==> src/rtl/gperf_pkg.sv <==
package gperf_pkg;
    localparam int GP_CNT_W = 5;

    typedef logic [1:0] inc_t;

    typedef struct packed {
        logic wr_staged;
    } stage_t;
endpackage

==> src/rtl/gperf_event_stage.sv <==
module gperf_event_stage
    import gperf_pkg::*;
(
    input  logic clk,
    input  logic rst,
    input  logic cmpl_valid_i,
    input  logic cmpl_pending_i,
    input  logic wr_valid_i,
    input  logic wr_pending_i,
    output logic rd_now_o,
    output logic wr_staged_o,
    output inc_t inc_o
);
    stage_t st_d, st_q;

    always_comb begin
        st_d           = st_q;
        st_d.wr_staged = wr_valid_i && wr_pending_i;
        rd_now_o       = cmpl_valid_i && cmpl_pending_i;
        inc_o          = {1'b0, rd_now_o} + {1'b0, st_q.wr_staged};
    end

    always_ff @(posedge clk) begin
        if (rst) st_q <= '0;
        else     st_q <= st_d;
    end

    assign wr_staged_o = st_q.wr_staged;

    // a pending write is staged in the following cycle
    a_r4_write_staged: assert property (@(posedge clk) disable iff (rst)
        (wr_valid_i && wr_pending_i) |=> wr_staged_o);

    // a performed-tagged write never reaches the stage
    a_r5_tag_filter: assert property (@(posedge clk) disable iff (rst)
        (wr_valid_i && !wr_pending_i) |=> !wr_staged_o);
endmodule

==> src/rtl/gperf_pending_counter.sv <==
module gperf_pending_counter
    import gperf_pkg::*;
#(
    parameter int CNT_W = GP_CNT_W
) (
    input  logic             clk,
    input  logic             rst,
    input  inc_t             inc_i,
    input  logic             dec_i,
    output logic [CNT_W-1:0] count_o,
    output logic             underflow_o
);
    localparam logic [CNT_W:0]   SUM_MAX = {1'b0, {CNT_W{1'b1}}};
    localparam logic [CNT_W-1:0] CNT_MAX = {CNT_W{1'b1}};

    typedef struct packed {
        logic [CNT_W-1:0] count;
        logic             underflow;
    } cnt_t;

    cnt_t           cs_d, cs_q;
    logic [CNT_W:0] sum;

    always_comb begin
        cs_d = cs_q;
        sum  = {1'b0, cs_q.count} + {{(CNT_W-1){1'b0}}, inc_i};
        cs_d.underflow = dec_i && (sum == '0);
        if (dec_i && (sum != '0)) sum = sum - 1'b1;
        if (sum > SUM_MAX) sum = SUM_MAX;
        cs_d.count = sum[CNT_W-1:0];
    end

    always_ff @(posedge clk) begin
        if (rst) cs_q <= '0;
        else     cs_q <= cs_d;
    end

    assign count_o     = cs_q.count;
    assign underflow_o = cs_q.underflow;

    // notice with nothing pending flags and holds zero
    a_r8_underflow: assert property (@(posedge clk) disable iff (rst)
        (dec_i && count_o == '0 && inc_i == 2'd0) |=> (underflow_o && count_o == '0));

    // one increment with one notice leaves the count unchanged
    a_r7_balanced: assert property (@(posedge clk) disable iff (rst)
        (dec_i && inc_i == 2'd1) |=> (count_o == $past(count_o)));

    // a lone notice lowers a nonzero count by one
    a_r6_decrement: assert property (@(posedge clk) disable iff (rst)
        (dec_i && inc_i == 2'd0 && count_o != '0) |=> (count_o == $past(count_o) - 1'b1));

    // the ceiling holds without a notice
    a_r10_ceiling: assert property (@(posedge clk) disable iff (rst)
        (count_o == CNT_MAX && !dec_i) |=> (count_o == CNT_MAX));
endmodule

==> src/rtl/gperf_status_tracker.sv <==
module gperf_status_tracker
    import gperf_pkg::*;
#(
    parameter int CNT_W = GP_CNT_W
) (
    input  logic clk,
    input  logic rst,
    input  logic seq_mode_i,
    input  logic cmpl_valid_i,
    input  logic cmpl_pending_i,
    input  logic wr_valid_i,
    input  logic wr_pending_i,
    input  logic done_i,
    output logic gperf_n_o,
    output logic underflow_o
);
    logic             rd_now;
    logic             wr_staged;
    inc_t             inc;
    logic [CNT_W-1:0] count;

    gperf_event_stage u_stage (
        .clk            (clk),
        .rst            (rst),
        .cmpl_valid_i   (cmpl_valid_i),
        .cmpl_pending_i (cmpl_pending_i),
        .wr_valid_i     (wr_valid_i),
        .wr_pending_i   (wr_pending_i),
        .rd_now_o       (rd_now),
        .wr_staged_o    (wr_staged),
        .inc_o          (inc)
    );

    gperf_pending_counter #(.CNT_W(CNT_W)) u_count (
        .clk         (clk),
        .rst         (rst),
        .inc_i       (inc),
        .dec_i       (done_i),
        .count_o     (count),
        .underflow_o (underflow_o)
    );

    always_comb begin
        gperf_n_o = !seq_mode_i && (rd_now || wr_staged || (count != '0));
    end

    // pending completion negates status in the same cycle
    a_r3_same_cycle: assert property (@(posedge clk) disable iff (rst)
        (!seq_mode_i && cmpl_valid_i && cmpl_pending_i) |-> gperf_n_o);

    // pending write negates status by the next cycle
    a_r4_write_deadline: assert property (@(posedge clk) disable iff (rst)
        (wr_valid_i && wr_pending_i) |=> (seq_mode_i || gperf_n_o));

    // outstanding count keeps status negated
    a_r2_busy: assert property (@(posedge clk) disable iff (rst)
        (!seq_mode_i && count != '0) |-> gperf_n_o);

    // sequential mode holds status asserted
    a_r9_seq_hold: assert property (@(posedge clk) disable iff (rst)
        seq_mode_i |-> !gperf_n_o);
endmodule

==> config.mk <==
export PLATFORM = sky130hd
export DESIGN_NAME = gperf_status_tracker
export DESIGN_NICKNAME = d
export VERILOG_FILES = /design/src/rtl/gperf_pkg.sv /design/src/rtl/gperf_event_stage.sv /design/src/rtl/gperf_pending_counter.sv /design/src/rtl/gperf_status_tracker.sv
export SDC_FILE = /design/constraint.sdc
export NUM_CORES = 1
export LEC_CHECK = 0
export BUFFER_PORTS_ARGS = -buffer_cell sky130_fd_sc_hd__buf_4
export CORE_MARGIN = 2
export CORE_UTILIZATION = 35
export CTS_CLUSTER_SIZE = 14
export DETAILED_ROUTE_END_ITERATION = 8
export PLACE_DENSITY_LB_ADDON = 0.1
export SYNTH_ARGS = -nofsm -noshare
export SYNTH_HDL_FRONTEND = slang
export SYNTH_SLANG_ARGS = --single-unit
==> constraint.sdc <==
create_clock -name clk -period 2.95 [get_ports clk]
set_clock_uncertainty 0.2 [all_clocks]
set_input_delay 0.59 -clock clk [delete_from_list [all_inputs] [get_ports clk]]
set_output_delay 0.59 -clock clk [all_outputs]
set_load 0.05 [all_outputs]
==> results_dict.tcl, run 1 <==
set metrics [dict create \
    vias 560 \
    reg2reg_to "u_count.count_o[1]" \
    fp.dieH_um 43.12 \
    yosysWarnings 0 \
    worstHoldStart "wr_pending_i" \
    firstDrtPassIters 6 \
    ys_seq_area_share_pct 26.17 \
    die_w_um 43.12 \
    r2r_cells 8 \
    status "complete, no violations" \
    setup_viol 0 \
    drv_cap 0 \
    grt.total_usage_pct 15.35 \
    finalCritPeriodShare_pct 90.93 \
    core_mm2 0.001471 \
    placed_area_um2 651.9 \
    synth_area_leaders "dfxtp_1 (26%), a21oi_1 (9.3%), ha_1 (7.0%), nand2_1 (5.6%), fa_1 (3.7%)" \
    cp_num_buf_inv 3 \
    hold_violations 0 \
    io_buffers 9 \
    synth.distinct_cells 32 \
    max_freq_mhz 372.8 \
    path_class "in2reg" \
    drcViolationCount 0 \
    cp_top_family "adder cells" \
    cp_cell_sequence "buf_4 > nand2_1 > inv_1 > fa_1 > ha_1 > inv_1 > ha_1 > nand2_1 > o21ai_0 > mux2_2 > a21oi_1" \
    stdcell_area_um2 678.2 \
    yosys-top-cells-count "a21oi_1 (10), nand2_1 (8), dfxtp_1 (7)" \
    dp_slack_ps -19.02 \
    maxSlewViolCount 0 \
    yosysTopAreaCellShare_pct 26.17 \
    initial_core_util_pct 36.39 \
    cts-root-buf "clkbuf_4" \
    syn_inst 68 \
    r2r_slack_ps 450 \
    ant_nets 0 \
    path_clk_slew_ps 50 \
    power_density_mw_per_mm2 918.2 \
    min_period_ps 2682 \
    multi_input_area_um2 367.9 \
    syn-num-nets 80 \
    hold_end "u_stage.wr_staged_o" \
    synth_edf_count 0 \
    critPathCaptureType "flop" \
    syn-cell-area_um2 535.5 \
    die-area_mm2 0.001859 \
    cts_tree "yes" \
    ys_async_sr_fraction_pct 0 \
    diodes 0 \
    cts.path.max_buffers 2 \
    synth.most_common_cell "a21oi_1" \
    layout.area.seq_um2 140.1 \
    clk_latency_ps 250 \
    postCtsSetupBuffers 0 \
    worst-slew-pin-transition_ps 310.3 \
    antenna_found_initial 0 \
    setup_tns_ps 0 \
    worstPathRequired_ps 2930 \
    fin_nets 98 \
    cts.htree.levels 1 \
    clock_sinks 7 \
    cp-start-kind "input pin" \
    cp.arrival_ps 2670 \
    ctsResizeCount 0 \
    layout_setup_ws_ps 267.5 \
    cp_max_fo 5 \
    rows 14 \
    synth_top_cell_by_area "dfxtp_1" \
    holdWs_ps 353.4 \
    hold_path.class "in2reg" \
    cts_hold_buf 0 \
    fin_util_pct 46.09 \
    grt_first_pass_wirelength_um 2194 \
    synth_seq_cells 7 \
    cts_buffers 3 \
    avgRoutedWirePerCell_um 11.84 \
    fillers 153 \
    hpwlAfterDp_um 958.1 \
    gp_congestion 0.8088 \
    relSlewSlack_pct 79.28 \
    drt_iter0_markers 6 \
    syn_avg_cell_area_um2 7.875 \
    grt_pass1_vias 518 \
    grt_max_degree 10 \
    ios 10 \
    rsz0062_at_grt "false" \
    cp_slowest_stage_delay_ps 380 \
    hold_path_depth 3 \
    power.leakage_nw 0.2918 \
    r2r-start "u_count.count_o[0]" \
    vias_per_cell 5.545 \
    critical-path-slowest-cell "fa_1" \
    drt_wl_total_um 1196 \
    drive_gt1_share_pct 23.53 \
    synthFlopType "dfxtp_1" \
    ir_worst_vdd_mv 0.3737 \
    overflow 0 \
    area_delta_synth_final_pct 26.64 \
]
report_power, final:
group | internal (mW) | total [mW] | leakage, nW | switching, mW
registers | 0.124 | 0.165 | 0.0577 | 0.0413
logic | 0.180 | 0.371 | 0.219 | 0.191
clock network | 0.0516 | 0.0869 | 0.0150 | 0.0353
total | 0.355 | 0.623 | 0.292 | 0.268
layout by cell type, fill, tap and decap left out, types with 2 or more instances in the layout:
cell type	count
buf_4	15
a21oi_1	10
nand2_1	8
dfxtp_1	7
inv_1	3
nor2_1	3
a31oi_1	3
nor3_1	3
ha_1	3
clkbuf_4	3
o21ai_0	2
nor3b_1	2
nand3_1	2
o21a_1	2
sequential cells by signal, indices dropped and copies added, names as in the netlist:
register	flops
u_count.count_o	5
u_stage.wr_staged_o	1
u_count.underflow_o	1
kinds of logic after synthesis:
logic type,count (synthesis),synth area share [%]
buffers and inverters,5,5.139
and+or+nand+nor,24,23.13
AOI/OAI and AO/OA,25,29.44
adders and majority gates,4,10.75
DFF,7,26.17
muxes,1,2.103
xor gates and xnor gates,2,3.272
worst register-to-register path, delay by kind of cell (launching register included):
kind                       cells  cell delay, ps
adders and majority gates      3             980
AOI/OAI and AO/OA              2             380
muxes                          1             370
DFF                            1             320
buffers and inverters          1             100
and+or+nand+nor                1              90
worst max-delay path by stage:
stage	from	end	slack (ps)	depth (start not counted)
2_1_floorplan	cmpl_valid_i	u_count.count_o[1]	180	10
3_3_place_gp	cmpl_valid_i	u_count.count_o[1]	40	11
3_5_place_dp	cmpl_valid_i	u_count.count_o[1]	-20	11
4_1_cts	cmpl_valid_i	u_count.count_o[1]	250	11
5_1_grt	cmpl_valid_i	u_count.count_o[2]	70	12
6_report	cmpl_valid_i	u_count.count_o[1]	270	11
stage by stage:
| stage | instances | total power [mW] |
|---|---|---|
| final | 101 | 0.6227 |
| after global routing | 101 | 0.6802 |
| after CTS | 101 | 0.6279 |
| after detailed placement | 97 | 0.5361 |
| after global placement | 97 | 0.5349 |
| after floorplan | 68 | 0.4311 |
cell type report:
type                            count  share of cell area, %
Clock buffer                        4                  3.875
Timing Repair Buffer               15                  16.61
Inverter                            3                  1.661
Sequential cell                     7                  20.66
Multi-Input combinational cell     56                  54.24
Tap cell                           16                  2.952
layer usage:
layer | GRT usage [%] | wire length, um | vias to the layer above | part of all wire, %
met4 | 9.091 | 9 | 0 | 0.75
met3 | 1.277 | 71 | 2 | 5.9
met5 | 0 | 0 | - | 0
met2 | 23.58 | 548 | 20 | 46
li1 | - | - | 289 | -
met1 | 20.62 | 567 | 249 | 47
No activity file was read; power rests on OpenSTA's default activity.
==> run 2: changes to the inputs <==
Settings changed: CORE_AREA set to 2 2 39 41, CORE_MARGIN 2 to not set, CORE_UTILIZATION 35 to not set, DIE_AREA set to 0 0 41 43, GPL_ROUTABILITY_DRIVEN set to 1.
Clock period 2.95 ns to 2.6 ns, I/O delays scaled along.
==> run 2 against run 1 <==
- non-clock buffer count increased by 8
- via count grew 9.6%
- power grew 36%
- largest cell class unchanged
- flip-flop and latch count unchanged
- die area fell by 5.2%
- cell area rose by 17%
- register-to-register slack worse by 160 ps
==> results_dict.tcl, run 2 (same netlist as run 1, synthesis figures left out) <==
set metrics [dict create \
    cts_tree "yes" \
    firstDrtPassIters 4 \
    holdWs_ps 279.7 \
    power_density_mw_per_mm2 1063 \
    layout_commonest_cell "buf_4" \
    hold_path.class "in2reg" \
    ir_worst_vdd_mv 0.6261 \
    hold_path_depth 2 \
    grt_first_pass_wirelength_um 2180 \
    placed_cells 103 \
    largest_reg_flops 5 \
    rsz0062_at_grt "false" \
    worstPathRequired_ps 2580 \
    relSlewSlack_pct 77.28 \
    die_w_um 41 \
    r2r-start "u_count.count_o[0]" \
    min_period_ps 2432 \
    rows 14 \
    path_clk_slew_ps 50 \
    drive_gt1_share_pct 41.94 \
    cp_num_buf_inv 2 \
    cts.htree.levels 1 \
    antenna_found_initial 0 \
    avgRoutedWirePerCell_um 13.12 \
    mostFrequentLayoutCells "buf_4 (23), a21oi_1 (10), nand2_1 (7), dfxtp_1 (7)" \
    core_mm2 0.001384 \
    hold_end "u_count.count_o[3]" \
    hpwlAfterDp_um 992.6 \
    area_delta_synth_final_pct 48.36 \
    overflow 0 \
    initial_core_util_pct 38.70 \
    maxSlewViolCount 0 \
    fin_util_pct 57.41 \
    cts_hold_buf 0 \
    ios 10 \
    path_class "in2reg" \
    reg2reg_to "u_count.count_o[4]" \
    startpoint "cmpl_valid_i" \
    worstHoldStart "rst" \
    cp_max_fo 3 \
    stdcell_area_um2 794.5 \
    critical-path-slowest-cell "fa_2" \
    drt_iter0_markers 14 \
    fp.dieH_um 43 \
    ant_nets 0 \
    grt_pass1_vias 518 \
    clock_sinks 7 \
    status "complete, no violations" \
    vias_per_cell 5.633 \
    clk_latency_ps 250 \
    finalCritPeriodShare_pct 93.54 \
    drv_cap 0 \
    cts_buffers 3 \
    gp_congestion 0.8581 \
    drt_wl_total_um 1430 \
    instances_no_fill 109 \
    cp_top_family "simple AND/OR/NAND/NOR gates" \
    cp.arrival_ps 2410 \
    setup_viol 0 \
    cp_slowest_stage_delay_ps 370 \
    fin_nets 106 \
    hold_violations 0 \
    vias 614 \
    cp_cell_sequence "buf_4 > nand2_1 > inv_1 > fa_2 > ha_4 > or2_4 > o21a_2 > o22a_1 > or3_1 > a31oi_1" \
    io_buffers 9 \
    critPathCaptureType "flop" \
    placed_area_um2 709.4 \
    power.total_uw 844.7 \
    cts.path.max_buffers 2 \
    fillers 136 \
    grt.total_usage_pct 19.05 \
    r2r_slack_ps 290 \
    cp-start-kind "input pin" \
    drcViolationCount 0 \
    r2r_cells 7 \
    die-area_mm2 0.001763 \
    worst-slew-pin-transition_ps 340.4 \
    max_freq_mhz 411.2 \
    diodes 0 \
    cts-root-buf "clkbuf_4" \
    grt_max_degree 10 \
    power.leakage_nw 0.3371 \
]
## run 2: cell count changes in the layout (fill, tap and decap cells not counted), sizes merged
cell | previous run | this run
buf | 15 | 23
## run 2: what timing repair did
item	in CTS	in global routing
endpoints found under the setup margin	0	5
buffers inserted	0	2
gates resized for setup	0	10
## run 2: power by group
group | switching, mW | leakage [nW] | internal (mW)
clock network | 0.0410 | 0.0150 | 0.0586
logic | 0.260 | 0.264 | 0.290
registers | 0.0541 | 0.0577 | 0.141
total | 0.355 | 0.337 | 0.490
## run 2: how the worst max path moves through the flow
stage                    endpoint  slack, ps  cells after the start
2_1_floorplan  u_count.count_o[1]        -30                     10
3_3_place_gp   u_count.count_o[1]       -250                     11
3_5_place_dp   u_count.count_o[1]       -240                     11
4_1_cts        u_count.count_o[1]         10                     11
5_1_grt        u_count.count_o[4]         40                     12
6_report       u_count.count_o[4]        170                     10
## run 2: stage by stage
stage               setup TNS (ps)  worst slack (ps)
CTS                              0             13.52
global placement             -1030            -246.5
floorplan                   -26.80            -26.80
detailed placement           -1013            -239.4
finish                           0             168.0
global route                     0             37.65
## run 2: final cells by class
type,count,area [um2],area share (%)
Multi-Input combinational cell,56,424.2,53.39
Tap cell,16,20.02,2.520
Sequential cell,7,140.1,17.64
Clock buffer,4,26.28,3.307
Inverter,3,11.26,1.417
Timing Repair Buffer,23,172.7,21.73
## run 2: metal layers
| layer | wire [um] | track usage [%] | vias to the layer above |
|---|---|---|---|
| li1 | - | - | 303 |
| met1 | 616 | 22.80 | 288 |
| met2 | 728 | 29.69 | 19 |
| met3 | 56 | 1.571 | 4 |
| met4 | 28 | 14.00 | 0 |
| met5 | 0 | 0 | - |
==> run 3: changes to the inputs <==
Settings changed: GPL_TIMING_DRIVEN set to 0.
Clock period 2.6 ns to 2.8 ns, I/O delays scaled along.
==> run 3 against run 2 <==
- global-route usage is 1.5 points lower
- sequential power is 20% lower
- cell area down 16%
- die area unchanged
- critical endpoint is now u_count.count_o[2]
==> results_dict.tcl, run 3 (same netlist as run 1, synthesis figures left out) <==
set metrics [dict create \
    cts_tree "yes" \
    multi_input_area_um2 389.1 \
    placed_cells 93 \
    instances_no_fill 97 \
    worstPathRequired_ps 2730 \
    hold_violations 0 \
    cp_max_fo 5 \
    layout.area.seq_um2 140.1 \
    vias_per_cell 5.361 \
    area_delta_synth_final_pct 25.23 \
    setup_tns_ps 0 \
    fin_nets 94 \
    postCtsSetupBuffers 0 \
    fillers 147 \
    rows 14 \
    die-area_mm2 0.001763 \
    power.leakage_nw 0.2753 \
    placed_area_um2 623.1 \
    largest_reg_flops 5 \
    io_buffers 9 \
    avgRoutedWirePerCell_um 11.74 \
    dp_slack_ps -306.4 \
    wl_met3_um 22 \
    wl_met2_um 539 \
    firstDrtPassIters 3 \
    wl_met1_um 552 \
    mostFrequentLayoutCells "a21oi_1 (10), buf_4 (9), nand2_1 (8)" \
    stdcell_area_um2 670.6 \
    ir_worst_vdd_mv 0.3950 \
    cts-root-buf "clkbuf_4" \
    grt.total_usage_pct 17.54 \
    fin_util_pct 48.46 \
    core_mm2 0.001384 \
    holdWs_ps 312.0 \
    setup_viol 0 \
    drt_iter0_markers 4 \
    clock_sinks 7 \
    power_density_mw_per_mm2 958.6 \
    hold_path.class "in2reg" \
    ant_nets 0 \
    gp_congestion 0.7210 \
    die_w_um 41 \
    top_layer "met4" \
    vias 520 \
    cts.htree.levels 1 \
    overflow 0 \
    worstHoldStart "rst" \
    drv_cap 0 \
    rsz0062_at_grt "false" \
    initial_core_util_pct 38.70 \
    cts_hold_buf 0 \
    cp-start-kind "input pin" \
    layout_commonest_cell "a21oi_1" \
    grt_first_pass_wirelength_um 2042 \
    path_class "in2reg" \
    grt_pass1_vias 494 \
    cts_buffers 3 \
    drcViolationCount 0 \
    cts.path.max_buffers 2 \
    maxSlewViolCount 0 \
    cp.arrival_ps 2530 \
    grt_max_degree 10 \
    worst-slew-pin-transition_ps 292.4 \
    min_period_ps 2597 \
    relSlewSlack_pct 80.51 \
    layout_setup_ws_ps 203.1 \
    antenna_found_initial 0 \
    fp.dieH_um 43 \
    finalCritPeriodShare_pct 92.75 \
    startpoint "cmpl_valid_i" \
    hpwlAfterDp_um 882.4 \
    status "complete, no violations" \
    drive_gt1_share_pct 25.93 \
    r2r-start "u_count.count_o[0]" \
    clk_latency_ps 250 \
    drt_wl_total_um 1139 \
    power.total_uw 642.9 \
    max_freq_mhz 385.1 \
    path_clk_slew_ps 50 \
    ios 10 \
    diodes 0 \
    critPathCaptureType "flop" \
]
run 3: area by class of cell:
| cell class | count | area share (%) |
|---|---|---|
| Clock buffer | 4 | 3.918 |
| Sequential cell | 7 | 20.90 |
| Inverter | 3 | 1.679 |
| Tap cell | 16 | 2.985 |
| Buffer | 2 | 2.425 |
| Multi-Input combinational cell | 56 | 58.02 |
| Timing Repair Buffer | 9 | 10.07 |
run 3: final timing paths:
| path | depth (start not counted) | end | slack [ps] |
|---|---|---|---|
| hold reg to reg | 3 | u_count.count_o[4] | 530 |
| setup / recovery | 12 | u_count.count_o[2] | 200 |
| hold / removal | 2 | u_count.count_o[4] | 310 |
| setup reg to reg | 9 | u_count.count_o[2] | 370 |
run 3: per-layer routing:
layer	global-route usage, %	vias to the layer above
met4	16.00	0
met3	1.571	2
li1	-	280
met2	25.31	7
met1	21.50	231
met5	0	-
run 3: worst max-delay path, cell delays in order:
cell	delay [ps]
buf_4	100
nand2_1	80
inv_1	50
fa_2	360
ha_1	310
inv_1	110
ha_2	230
nor3b_1	250
nor3_1	80
a211oi_1	240
a21o_1	110
a21oi_1	50
run 3: where the power goes:
part	switching [mW]	internal [mW]
Clock	0.0369	0.0544
Combinational	0.219	0.176
Sequential	0.0260	0.130
Total	0.282	0.361
run 3: what timing repair did:
action                                  in CTS  in global routing
endpoints found under the hold margin        0                  0
pin swaps                                    0                  0
endpoints found under the setup margin       5                  5
gates resized for setup                      1                  6
